`src/rtl/injgrp_pkg.sv`:
```
package injgrp_pkg;
  localparam int MAX_RANKS = 4;
  localparam int RANK_W    = $clog2(MAX_RANKS);
  localparam int TSEL_W    = 3;
  localparam int NUM_EXT   = (1 << TSEL_W) - 1;
  localparam logic [TSEL_W-1:0] TSEL_SOFT = '1;

  typedef enum logic [0:0] {ST_IDLE, ST_CONV} seqState_e;

  typedef struct packed {
    logic              capture;
    logic [RANK_W-1:0] rank;
  } seqStrobe_t;
endpackage

```
`src/rtl/injgrp_ctrl.sv`:
```
module injgrp_ctrl
  import injgrp_pkg::*;
(
  input  logic               clk,
  input  logic               rst_n,
  input  logic               enable,
  input  logic               scanEn,
  input  logic               discEn,
  input  logic               contEn,
  input  logic               autoEn,
  input  logic [RANK_W-1:0]  seqLenM1,
  input  logic [TSEL_W-1:0]  trigSelIn,
  input  logic               trigSelWr,
  input  logic               swStart,
  input  logic [NUM_EXT-1:0] extTrig,
  input  logic               regDone,
  input  logic               convDone,
  output logic               convReq,
  output seqStrobe_t         strobe,
  output logic               eocFlag,
  output logic               eocPulse,
  output logic               busy
);
  logic [TSEL_W-1:0]  trigSel;
  logic [NUM_EXT-1:0] extPrev;
  logic [NUM_EXT:0]   extRiseAll;
  logic               softSel, extHit, discEff, autoEff, trigHit;
  logic               start, capture, isLast;
  logic [RANK_W-1:0]  lastRank, rank;
  seqState_e          state;

  // trigger selection only moves while disabled
  always_ff @(posedge clk or negedge rst_n) begin
    if (!rst_n)                       trigSel <= TSEL_SOFT;
    else if (trigSelWr && !enable)    trigSel <= trigSelIn;
  end

  always_ff @(posedge clk or negedge rst_n) begin
    if (!rst_n) extPrev <= '0;
    else        extPrev <= extTrig;
  end

  assign extRiseAll = {1'b0, extTrig & ~extPrev};
  assign softSel    = (trigSel == TSEL_SOFT);
  assign extHit     = !softSel && extRiseAll[trigSel];
  assign discEff    = discEn && scanEn && !contEn;
  assign autoEff    = autoEn && !discEn && softSel;
  assign trigHit    = (softSel ? swStart : extHit) || (autoEff && regDone);
  assign lastRank   = scanEn ? seqLenM1 : '0;

  assign start   = enable && (state == ST_IDLE) && trigHit;
  assign capture = (state == ST_CONV) && convDone;
  assign isLast  = (rank >= lastRank);

  always_ff @(posedge clk or negedge rst_n) begin
    if (!rst_n) begin
      state    <= ST_IDLE;
      rank     <= '0;
      eocFlag  <= 1'b0;
      eocPulse <= 1'b0;
    end else begin
      eocPulse <= 1'b0;
      if (!enable) begin
        state <= ST_IDLE;
        rank  <= '0;
      end else if (start) begin
        state <= ST_CONV;
        if (rank == '0) eocFlag <= 1'b0;
      end else if (capture) begin
        if (isLast) begin
          rank     <= '0;
          state    <= ST_IDLE;
          eocFlag  <= 1'b1;
          eocPulse <= 1'b1;
        end else begin
          rank <= rank + RANK_W'(1);
          if (discEff) state <= ST_IDLE;
        end
      end
    end
  end

  assign convReq        = (state == ST_CONV);
  assign busy           = (state == ST_CONV);
  assign strobe.capture = capture;
  assign strobe.rank    = rank;


  eoc_flag_with_pulse_chk: assert property (@(posedge clk) disable iff (!rst_n)
    eocPulse |-> eocFlag);


  eoc_single_cycle_chk: assert property (@(posedge clk) disable iff (!rst_n)
    eocPulse |=> !eocPulse);


  tsel_locked_chk: assert property (@(posedge clk) disable iff (!rst_n)
    (enable && $past(enable)) |-> $stable(trigSel));


  conv_hold_chk: assert property (@(posedge clk) disable iff (!rst_n)
    ((state == ST_CONV) && !convDone && enable) |=> ((state == ST_CONV) && $stable(rank)));


  disable_abort_chk: assert property (@(posedge clk) disable iff (!rst_n)
    !enable |=> (!convReq && (rank == '0)));
endmodule

```
`src/rtl/injgrp_dpath.sv`:
```
module injgrp_dpath
  import injgrp_pkg::*;
#(
  parameter int DW    = 12,
  parameter int CH_W  = 4,
  parameter int ST_W  = 3,
  parameter int RES_W = 16
) (
  input  logic                       clk,
  input  logic                       rst_n,
  input  seqStrobe_t                 strobe,
  input  logic [MAX_RANKS*CH_W-1:0]  rankChans,
  input  logic [MAX_RANKS*DW-1:0]    rankOffsets,
  input  logic [(1<<CH_W)*ST_W-1:0]  chanSmpTimes,
  input  logic [DW-1:0]              convData,
  output logic [CH_W-1:0]            convChan,
  output logic [ST_W-1:0]            convSmp,
  output logic [MAX_RANKS*RES_W-1:0] rankResults
);
  logic [DW-1:0]    curOffset;
  logic [RES_W-1:0] diff;

  assign convChan  = rankChans[strobe.rank*CH_W +: CH_W];
  assign convSmp   = chanSmpTimes[convChan*ST_W +: ST_W];
  assign curOffset = rankOffsets[strobe.rank*DW +: DW];
  assign diff      = RES_W'(convData) - RES_W'(curOffset);

  for (genvar r = 0; r < MAX_RANKS; r++) begin : g_rank
    logic [RES_W-1:0] resReg;
    always_ff @(posedge clk or negedge rst_n) begin
      if (!rst_n)
        resReg <= '0;
      else if (strobe.capture && (strobe.rank == RANK_W'(r)))
        resReg <= diff;
    end
    assign rankResults[r*RES_W +: RES_W] = resReg;
  end


  neg_result_sign_chk: assert property (@(posedge clk) disable iff (!rst_n)
    (strobe.capture && (convData < curOffset))
      |=> rankResults[$past(strobe.rank)*RES_W + RES_W - 1]);
endmodule

```
`src/rtl/injgrp_sequencer.sv`:
```
module injgrp_sequencer
  import injgrp_pkg::*;
#(
  parameter int DW    = 12,
  parameter int CH_W  = 4,
  parameter int ST_W  = 3,
  parameter int RES_W = 16
) (
  input  logic                       clk,
  input  logic                       rst_n,
  input  logic                       enable,
  input  logic                       scanEn,
  input  logic                       discEn,
  input  logic                       contEn,
  input  logic                       autoEn,
  input  logic [RANK_W-1:0]          seqLenM1,
  input  logic [TSEL_W-1:0]          trigSelIn,
  input  logic                       trigSelWr,
  input  logic                       swStart,
  input  logic [NUM_EXT-1:0]         extTrig,
  input  logic                       regDone,
  input  logic [MAX_RANKS*CH_W-1:0]  rankChans,
  input  logic [MAX_RANKS*DW-1:0]    rankOffsets,
  input  logic [(1<<CH_W)*ST_W-1:0]  chanSmpTimes,
  output logic                       convReq,
  output logic [CH_W-1:0]            convChan,
  output logic [ST_W-1:0]            convSmp,
  input  logic                       convDone,
  input  logic [DW-1:0]              convData,
  output logic [MAX_RANKS*RES_W-1:0] rankResults,
  output logic                       eocFlag,
  output logic                       eocPulse,
  output logic                       busy
);
  seqStrobe_t strobe;

  injgrp_ctrl i_ctrl (
    .clk(clk), .rst_n(rst_n), .enable(enable), .scanEn(scanEn), .discEn(discEn),
    .contEn(contEn), .autoEn(autoEn), .seqLenM1(seqLenM1), .trigSelIn(trigSelIn),
    .trigSelWr(trigSelWr), .swStart(swStart), .extTrig(extTrig), .regDone(regDone),
    .convDone(convDone), .convReq(convReq), .strobe(strobe), .eocFlag(eocFlag),
    .eocPulse(eocPulse), .busy(busy)
  );

  injgrp_dpath #(.DW(DW), .CH_W(CH_W), .ST_W(ST_W), .RES_W(RES_W)) i_dpath (
    .clk(clk), .rst_n(rst_n), .strobe(strobe), .rankChans(rankChans),
    .rankOffsets(rankOffsets), .chanSmpTimes(chanSmpTimes), .convData(convData),
    .convChan(convChan), .convSmp(convSmp), .rankResults(rankResults)
  );
endmodule

```
`config.mk`:
```
export PLATFORM = sky130hd
export DESIGN_NAME = injgrp_sequencer
export DESIGN_NICKNAME = d
export VERILOG_FILES = /design/src/rtl/injgrp_pkg.sv /design/src/rtl/injgrp_ctrl.sv /design/src/rtl/injgrp_dpath.sv /design/src/rtl/injgrp_sequencer.sv
export SDC_FILE = /design/constraint.sdc
export NUM_CORES = 1
export LEC_CHECK = 0
export BUFFER_PORTS_ARGS = -buffer_cell sky130_fd_sc_hd__buf_2
export CAP_MARGIN = 0
export CORE_UTILIZATION = 41
export CTS_CLUSTER_DIAMETER = 150
export DETAILED_ROUTE_END_ITERATION = 16
export HOLD_SLACK_MARGIN = 0.08
export PLACE_DENSITY = 0.77
export SYNTH_ARGS = -nofsm -noshare
export SYNTH_HDL_FRONTEND = slang
export SYNTH_SLANG_ARGS = --single-unit
export TNS_END_PERCENT = 10
```
`constraint.sdc`:
```
create_clock -name clk -period 2.81 [get_ports clk]
set_clock_uncertainty 0.15 [all_clocks]
set_input_delay 0.562 -clock clk [delete_from_list [all_inputs] [get_ports clk]]
set_output_delay 0.562 -clock clk [all_outputs]
set_load 0.01 [all_outputs]
```
### Yosys cells after proc, flatten, opt, wreduce, memory -nomap -nowiden

Index checks and enable logic that the tools add are counted.

* shift operators: 3
* multiply operators: 2
* add/subtract/negate cells: 2
* reduce and logical (&&, ||, !) cells: 25
* multiplexer cells: 21
* $lt $le $gt $ge: 2
* bitwise operators: 3
* eq/ne operators: 9

Operators with widths (count)
* 48-bit by 7-bit indexed part select with 12-bit output: 1
* 48-bit by 7-bit indexed part select with 3-bit output: 1
* 16-bit by 5-bit indexed part select with 4-bit output: 1
* 1-bit two-way mux: 15
* 1-bit logical AND: 14
* 12-bit by 12-bit subtractor with 13-bit output: 1
* 2-bit two-way mux: 5
* 7-bit bitwise AND: 1
* 7-bit inverter: 1
* 4-bit by 2-bit multiplier with 6-bit output, second input constant: 1
* 2-bit equality test, second input constant: 2
* 1-bit zero test: 4
* 3-bit by 4-bit < comparator with 1-bit output, second input constant: 1
* 2-bit by 2-bit multiplier with 4-bit output, second input constant: 1
* 2-bit inequality test, second input constant: 2
* 4-bit by 1-bit inequality test with 1-bit output, second input constant: 1
* 2-bit AND reduction: 2
* 4-bit AND reduction: 1
* 2-bit nonzero test: 2
* 1-bit binary-select mux with 3-bit select: 1
* 3-bit equality test, second input constant: 1
* 3-bit by 1-bit inequality test with 1-bit output, second input constant: 1
* 2-bit by 1-bit adder with 2-bit output, second input constant: 1
* 2-bit by 1-bit equality test with 1-bit output, second input constant: 1
* 5 further kinds: 5

* word-level logic and storage cells: 77
* output and inout bits: 75
* input port bits: 147
* register bits: 79

### Longest topological paths before layout

* word-level depth: 10
* depth in mapped cells: 11

### Hierarchy

Synthesis repeated with hierarchy kept, for this count alone.

* cell total of the unflattened synthesis: 461
* area total of the unflattened synthesis: 4460.5 um^2

By module, submodules not included
* injgrp_dpath: times used 1, seq. area each 1301.2 um^2, cells an instance 399, area each 3754.9 um^2
* injgrp_ctrl: times used 1, seq. area each 379.1 um^2, cells an instance 62, area each 705.7 um^2

### Worst setup path before layout

No wires, ideal clock.

* path kind: reg-to-reg
* from: register i_ctrl.rank[0]
* to: register i_dpath.g_rank[0].resReg[10]
* stages on the path, launching flop included: 11
* path slack: -0.299 ns
* required time: 2.594 ns
* buffers on the path: 2
* arrival time: 2.893 ns
* library setup time: 0.066 ns
* period minus slack after synthesis: 3.109 ns
* path through: dfrtp_1 > buf_6 > buf_2 > mux4_2 > ha_1 > fa_1 > nor2b_1 > o2111ai_1 > a21o_1 > a211oi_1 > mux2_2

* word-level cells in the longest chain between the ends: 3
* elaborated cells between the ends (all ways): 5
* those cells by class: 1 x add/sub; 1 x mul; 1 x shift; 2 x reduce/logical

Ends and longest elaborated chain
* from (decl): RTL line injgrp_ctrl.sv:29 `logic [RANK_W-1:0] lastRank, rank;`
* from (signal assigned): RTL line injgrp_ctrl.sv:76 `rank <= rank + RANK_W'(1);`
* 2-bit by 2-bit multiplier with 4-bit output: RTL line injgrp_dpath.sv:25 `assign curOffset = rankOffsets[strobe.rank*DW +: DW];`
* 48-bit by 7-bit indexed part select with 12-bit output: RTL line injgrp_dpath.sv:25
* 12-bit by 12-bit subtractor with 13-bit output: RTL line injgrp_dpath.sv:26 `assign diff = RES_W'(convData) - RES_W'(curOffset);`
* to (signal assigned): RTL line injgrp_dpath.sv:34 `resReg <= diff;`
* to (decl): RTL line injgrp_dpath.sv:29 `logic [RES_W-1:0] resReg;`

Parallel ways exist; a longest one is shown, timed or not.
A chain may end at the register's enable or synchronous reset.

### Worst setup path after layout

* from: register i_ctrl.rank[0]
* to: output convSmp[2]

* word-level cells in the longest chain between the ends: 3

Ends and longest elaborated chain
* 16-bit by 5-bit indexed part select with 4-bit output: RTL line injgrp_dpath.sv:23 `assign convChan = rankChans[strobe.rank*CH_W +: CH_W];`
* 4-bit by 2-bit multiplier with 6-bit output: RTL line injgrp_dpath.sv:24 `assign convSmp = chanSmpTimes[convChan*ST_W +: ST_W];`
* 48-bit by 7-bit indexed part select with 3-bit output: RTL line injgrp_dpath.sv:24
* to (decl): RTL line injgrp_sequencer.sv:27 `output logic [ST_W-1:0] convSmp,`

Every way passes these cells.

==> run summary <==
The count of state elements after synthesis came out at 67. TritonCTS built the clock tree. By area, the combinational part of the netlist is dominated by compound AO/OA/AOI/OAI gates. The setup slack of the critical path after layout came out at -0.268 ns. The maximum frequency from static timing analysis is 325 MHz.

The sort of element at the start of the critical path is a flop. The floorplan row count is 36. Of the available clock period, the critical path in the final layout requires 110%. The instance area at placement came out at 5430 um^2. The final reports fail on negative setup slack. The routed wirelength normalized by instance count is about 16 um.

The path class of the tightest hold or removal check is in -> async. The net count after synthesis came out at 574. The worst relative slew slack is 47.8%. The clock tree synthesis step divided the H-tree into 3 levels. The half-perimeter wire length after placement came out at roughly 10 mm.

The cell area after synthesis came out at roughly 4100 um^2. The vertical extent of the die came out at ~100 um. In the synthesized netlist the dominant register cell turns out to be sky130_fd_sc_hd__dfrtp_1. The initial cell density of the core is 42.2%.

At the worst endpoint, the arrival time is 2.37 ns. The area used by multi-input combinational logic came out at ~2400 um^2. The number of antenna diodes in the final layout is 0. The portion of netlist area occupied by mux cells is ~17%. Relative to the synthesized area, the layout overhead comes to 43.1%. The setup-violating endpoint count in the final report is 30. The count of TritonRoute iterations in the first routing pass is 4. The clock latency reported for the late side of the worst-skew pair came out at around 0.33 ns. Yosys printed 0 warnings. The number of clock sinks seen by CTS is 67.

The transition time at the pin with the least slew margin came out at about 0.78 ns. The cell sitting at the root of the clock tree is a sky130_fd_sc_hd__clkbuf_8. The required time of the worst setup path came out at ~2.1 ns. The total number of vias is 4021. The ratio of cells with drive above 1 in the final layout came out at 49.8%. The detail route stage leaves a number of antenna-violating nets equal to 0.

Global routing used between 20% and 30% of the available tracks. The power per unit of standard cell area is about 540 nW/um^2. The number of global-route vias before repair is between 3000 and 4000. The final sum of negative setup slack came out at -2.93 ns. The global routing met3 resource utilization is ~3.8%. The met1 usage in global routing came out at about a third. The fraction of the mapped netlist area in simple logic gates is a little under an eighth. The die area is ~10000 um^2.

The maximum VDD drop came out at 0.000264 V. The compound-cell area share of the yosys netlist is between 15 and 20%. The post-CTS clock slew at the launch and capture registers of the worst setup and hold paths came out at 0.08 ns.

Buffers inserted during clock tree synthesis total 9. The number of flops mapped to enable cells by yosys is 0. The xor-xnor portion of the synthesized cell area came out at between 1 and 1.5%. In this run the worst path has a maximum fanout of 24. The sequential standard cell area is 1680 um^2. The first-pass GRT wire length is 18.0 mm. The startpoint-to-endpoint class of the critical path is reg -> out. Setup repair after global routing could not meet its margin everywhere.

Yosys attributes the largest share of cell area to sky130_fd_sc_hd__dfrtp_1, sky130_fd_sc_hd__mux4_2, sky130_fd_sc_hd__mux2i_1. After synthesis, the mean cell area works out to approximately 10 um^2. At the end of the flow, the number of nets in the layout was between 800 and 900. The area share of the largest cell type after synthesis came out at 38.8%. The number of antenna violations at the first check in global routing is 0. The number of maximum-capacitance constraint violations came out at 0. The number of pins with negative max-slew slack in the final report is 0. The number of failing hold endpoints at the final stage was 0. Summing the areas of all fa, ha and maj instances in the mapped netlist gives 5.95% of the synthesized area. The pin count of the biggest net entering global routing is 39. Global routing consumed, on the met2 layer, about 37% of the routing resources. The number of distinct library cells after synthesis is 50.

The synthesized instance count came out at 408. The clock tree buffer depth is 2. The top-level I/O count came out at around 220. During placement, the flow inserted port buffers numbering roughly 220. The run finished, with violations left. The fraction of the yosys area taken by sequential cells came out at 40.8%. The ratio of routed vias to standard cells came out at 5.20. The cell taking the most area after synthesis is sky130_fd_sc_hd__dfrtp_1.

The shortest period the worst path allows is between 3 and 4 ns. The number of remaining DRC errors came out at 0. The horizontal die dimension came out at around 100 um. The total congestion overflow after global routing is 0.

The tightest hold path in the finished design has a slack of roughly 0.11 ns. The kind of end point of the critical path is an output pin. The global placement routability congestion came out at ~0.85. The most crowded layer after global routing is met2. The fraction of registers with async set or reset after synthesis came out at between 90% and 100%. The leakage power figure came out at ~3.1 nW. The DRC marker count from the first detailed-route iteration is 139. Cells fill around three fifths of the core in the end. The cell area after layout came out at 5900 um^2. The final layout contains routed wiring with a total length of 12.5 mm. The core region area is 9770 um^2. The number of filler instances in the final layout is 860.
## per-layer routing
| layer | routed length (um) | vias to the layer above |
|---|---|---|
| li1 | - | 1938 |
| met1 | 5620 | 1912 |
| met2 | 6160 | 154 |
| met3 | 591 | 17 |
| met4 | 172 | 0 |
| met5 | 0 | - |
## path summary, 6_finish.rpt
check | startpoint | to | slack (ns) | cells after the start
min in group clk | extTrig[6] | i_ctrl.extPrev[6]$_DFF_PN0_ | 0.19 | 1
worst max register to register | i_ctrl.rank[0]$_DFFE_PN0P_ | i_dpath.g_rank[0].resReg[10]$_DFFE_PN0P_ | -0.17 | 10
worst min-delay path | rst_n | i_dpath.g_rank[2].resReg[2]$_DFFE_PN0P_ | 0.11 | 1
max in group asynchronous | rst_n | i_ctrl.trigSel[0]$_DFFE_PN1P_ | 1.69 | 2
worst max-delay path | i_ctrl.rank[0]$_DFFE_PN0P_ | convSmp[2] | -0.27 | 8
worst min register to register | i_dpath.g_rank[3].resReg[2]$_DFFE_PN0P_ | i_dpath.g_rank[3].resReg[2]$_DFFE_PN0P_ | 0.33 | 2
## Yosys cell counts (all sizes together), types with 3 or more instances
cell,instances
a211oi,3
and3,6
xnor2,4
o31ai,12
buf,20
nand2b,4
nor2b,6
a21o,8
a31oi,5
mux4,16
mux2i,24
clkbuf,12
a21oi,9
o21a,4
inv,18
ha,18
nor3,3
nor2,16
o22ai,13
nand2,61
o21ai,44
nand3,3
dfrtp,64
dfstp,3
mux2,7
## placed cells by master (no fill, tap or decap), types with 4 or more instances in the layout
cell | Yosys | final
sky130_fd_sc_hd__a31oi_1 | 5 | 5
sky130_fd_sc_hd__and3_1 | 6 | 5
sky130_fd_sc_hd__o22ai_1 | 13 | 13
sky130_fd_sc_hd__inv_1 | 18 | 16
sky130_fd_sc_hd__o21ai_0 | 27 | 23
sky130_fd_sc_hd__ha_1 | 18 | 15
sky130_fd_sc_hd__mux4_2 | 12 | 13
sky130_fd_sc_hd__nand2b_1 | 4 | 4
sky130_fd_sc_hd__a21o_1 | 8 | 7
sky130_fd_sc_hd__o31ai_1 | 12 | 9
sky130_fd_sc_hd__a21oi_1 | 9 | 6
sky130_fd_sc_hd__nor2b_1 | 6 | 5
sky130_fd_sc_hd__clkbuf_8 | 0 | 10
sky130_fd_sc_hd__buf_12 | 0 | 5
sky130_fd_sc_hd__mux2_2 | 7 | 7
sky130_fd_sc_hd__mux2i_1 | 24 | 20
sky130_fd_sc_hd__buf_4 | 13 | 22
sky130_fd_sc_hd__o21ai_1 | 17 | 21
sky130_fd_sc_hd__nand2_1 | 61 | 60
sky130_fd_sc_hd__nor2_1 | 16 | 16
sky130_fd_sc_hd__o21a_1 | 4 | 4
sky130_fd_sc_hd__buf_2 | 2 | 221
sky130_fd_sc_hd__dfrtp_1 | 64 | 64
## worst max-delay path: stages (launching register included)
cell and delay, ns:
sky130_fd_sc_hd__dfrtp_1 0.39, sky130_fd_sc_hd__buf_12 0.13, sky130_fd_sc_hd__mux4_2 0.54, sky130_fd_sc_hd__buf_12 0.20, sky130_fd_sc_hd__mux2i_1 0.27, sky130_fd_sc_hd__o22ai_1 0.13, sky130_fd_sc_hd__o21ai_1 0.13, sky130_fd_sc_hd__o21ai_1 0.07
sky130_fd_sc_hd__buf_2 0.15
## logic make-up (layout without fill, tap and decap cells)
kind of cell	count (synthesis)	in the layout
flops	67	67
buf+inv	50	283
fa+ha+maj	19	19
mux	47	47
xor+xnor	5	5
simple gates	109	109
compound gates	111	111
## what timing repair did
item                                    4_1_cts  5_1_grt
pin swaps                                     2        8
hold endpoints to repair                      0        0
cloned                                        0        0
hold buffers                                  0        0
resized for setup                            15       26
endpoints found under the setup margin       32       43
setup buffers                                 5        3
## flip-flops by register name, indices dropped and copies added (netlist names)
| signal | cells |
|---|---|
| i_ctrl.busy | 1 |
| i_ctrl.eocFlag | 1 |
| i_ctrl.rank | 2 |
| i_ctrl.extPrev | 7 |
| i_ctrl.trigSel | 3 |
| i_ctrl.eocPulse | 1 |
| i_dpath.g_rank.resReg | 52 |
## metrics by stage
stage          total power, W  setup WS (ns)  instances
6_report              0.00321         -0.268        774
5_1_grt               0.00340         -0.333        774
4_1_cts               0.00318         -0.228        771
3_5_place_dp          0.00225         -0.195        750
3_3_place_gp          0.00221         -0.110        750
2_1_floorplan         0.00182        -0.0268        408
## power breakdown
group | switching [W] | internal (W) | total [W]
clock network | 0.000366 | 0.000529 | 0.000895
logic | 0.000574 | 0.000512 | 0.00109
registers | 0.000106 | 0.00113 | 0.00123
## cell type report
cell class              count  share of cell area, %
clock buffers              11                   2.40
flip-flops and latches     67                   28.5
clock inverters             5                   1.44
multi-input cells         291                   40.3
well taps                 133                   2.82
inverters                  18                   1.15
repair buffers            249                   23.4
No activity file was read; power rests on OpenSTA's default activity.
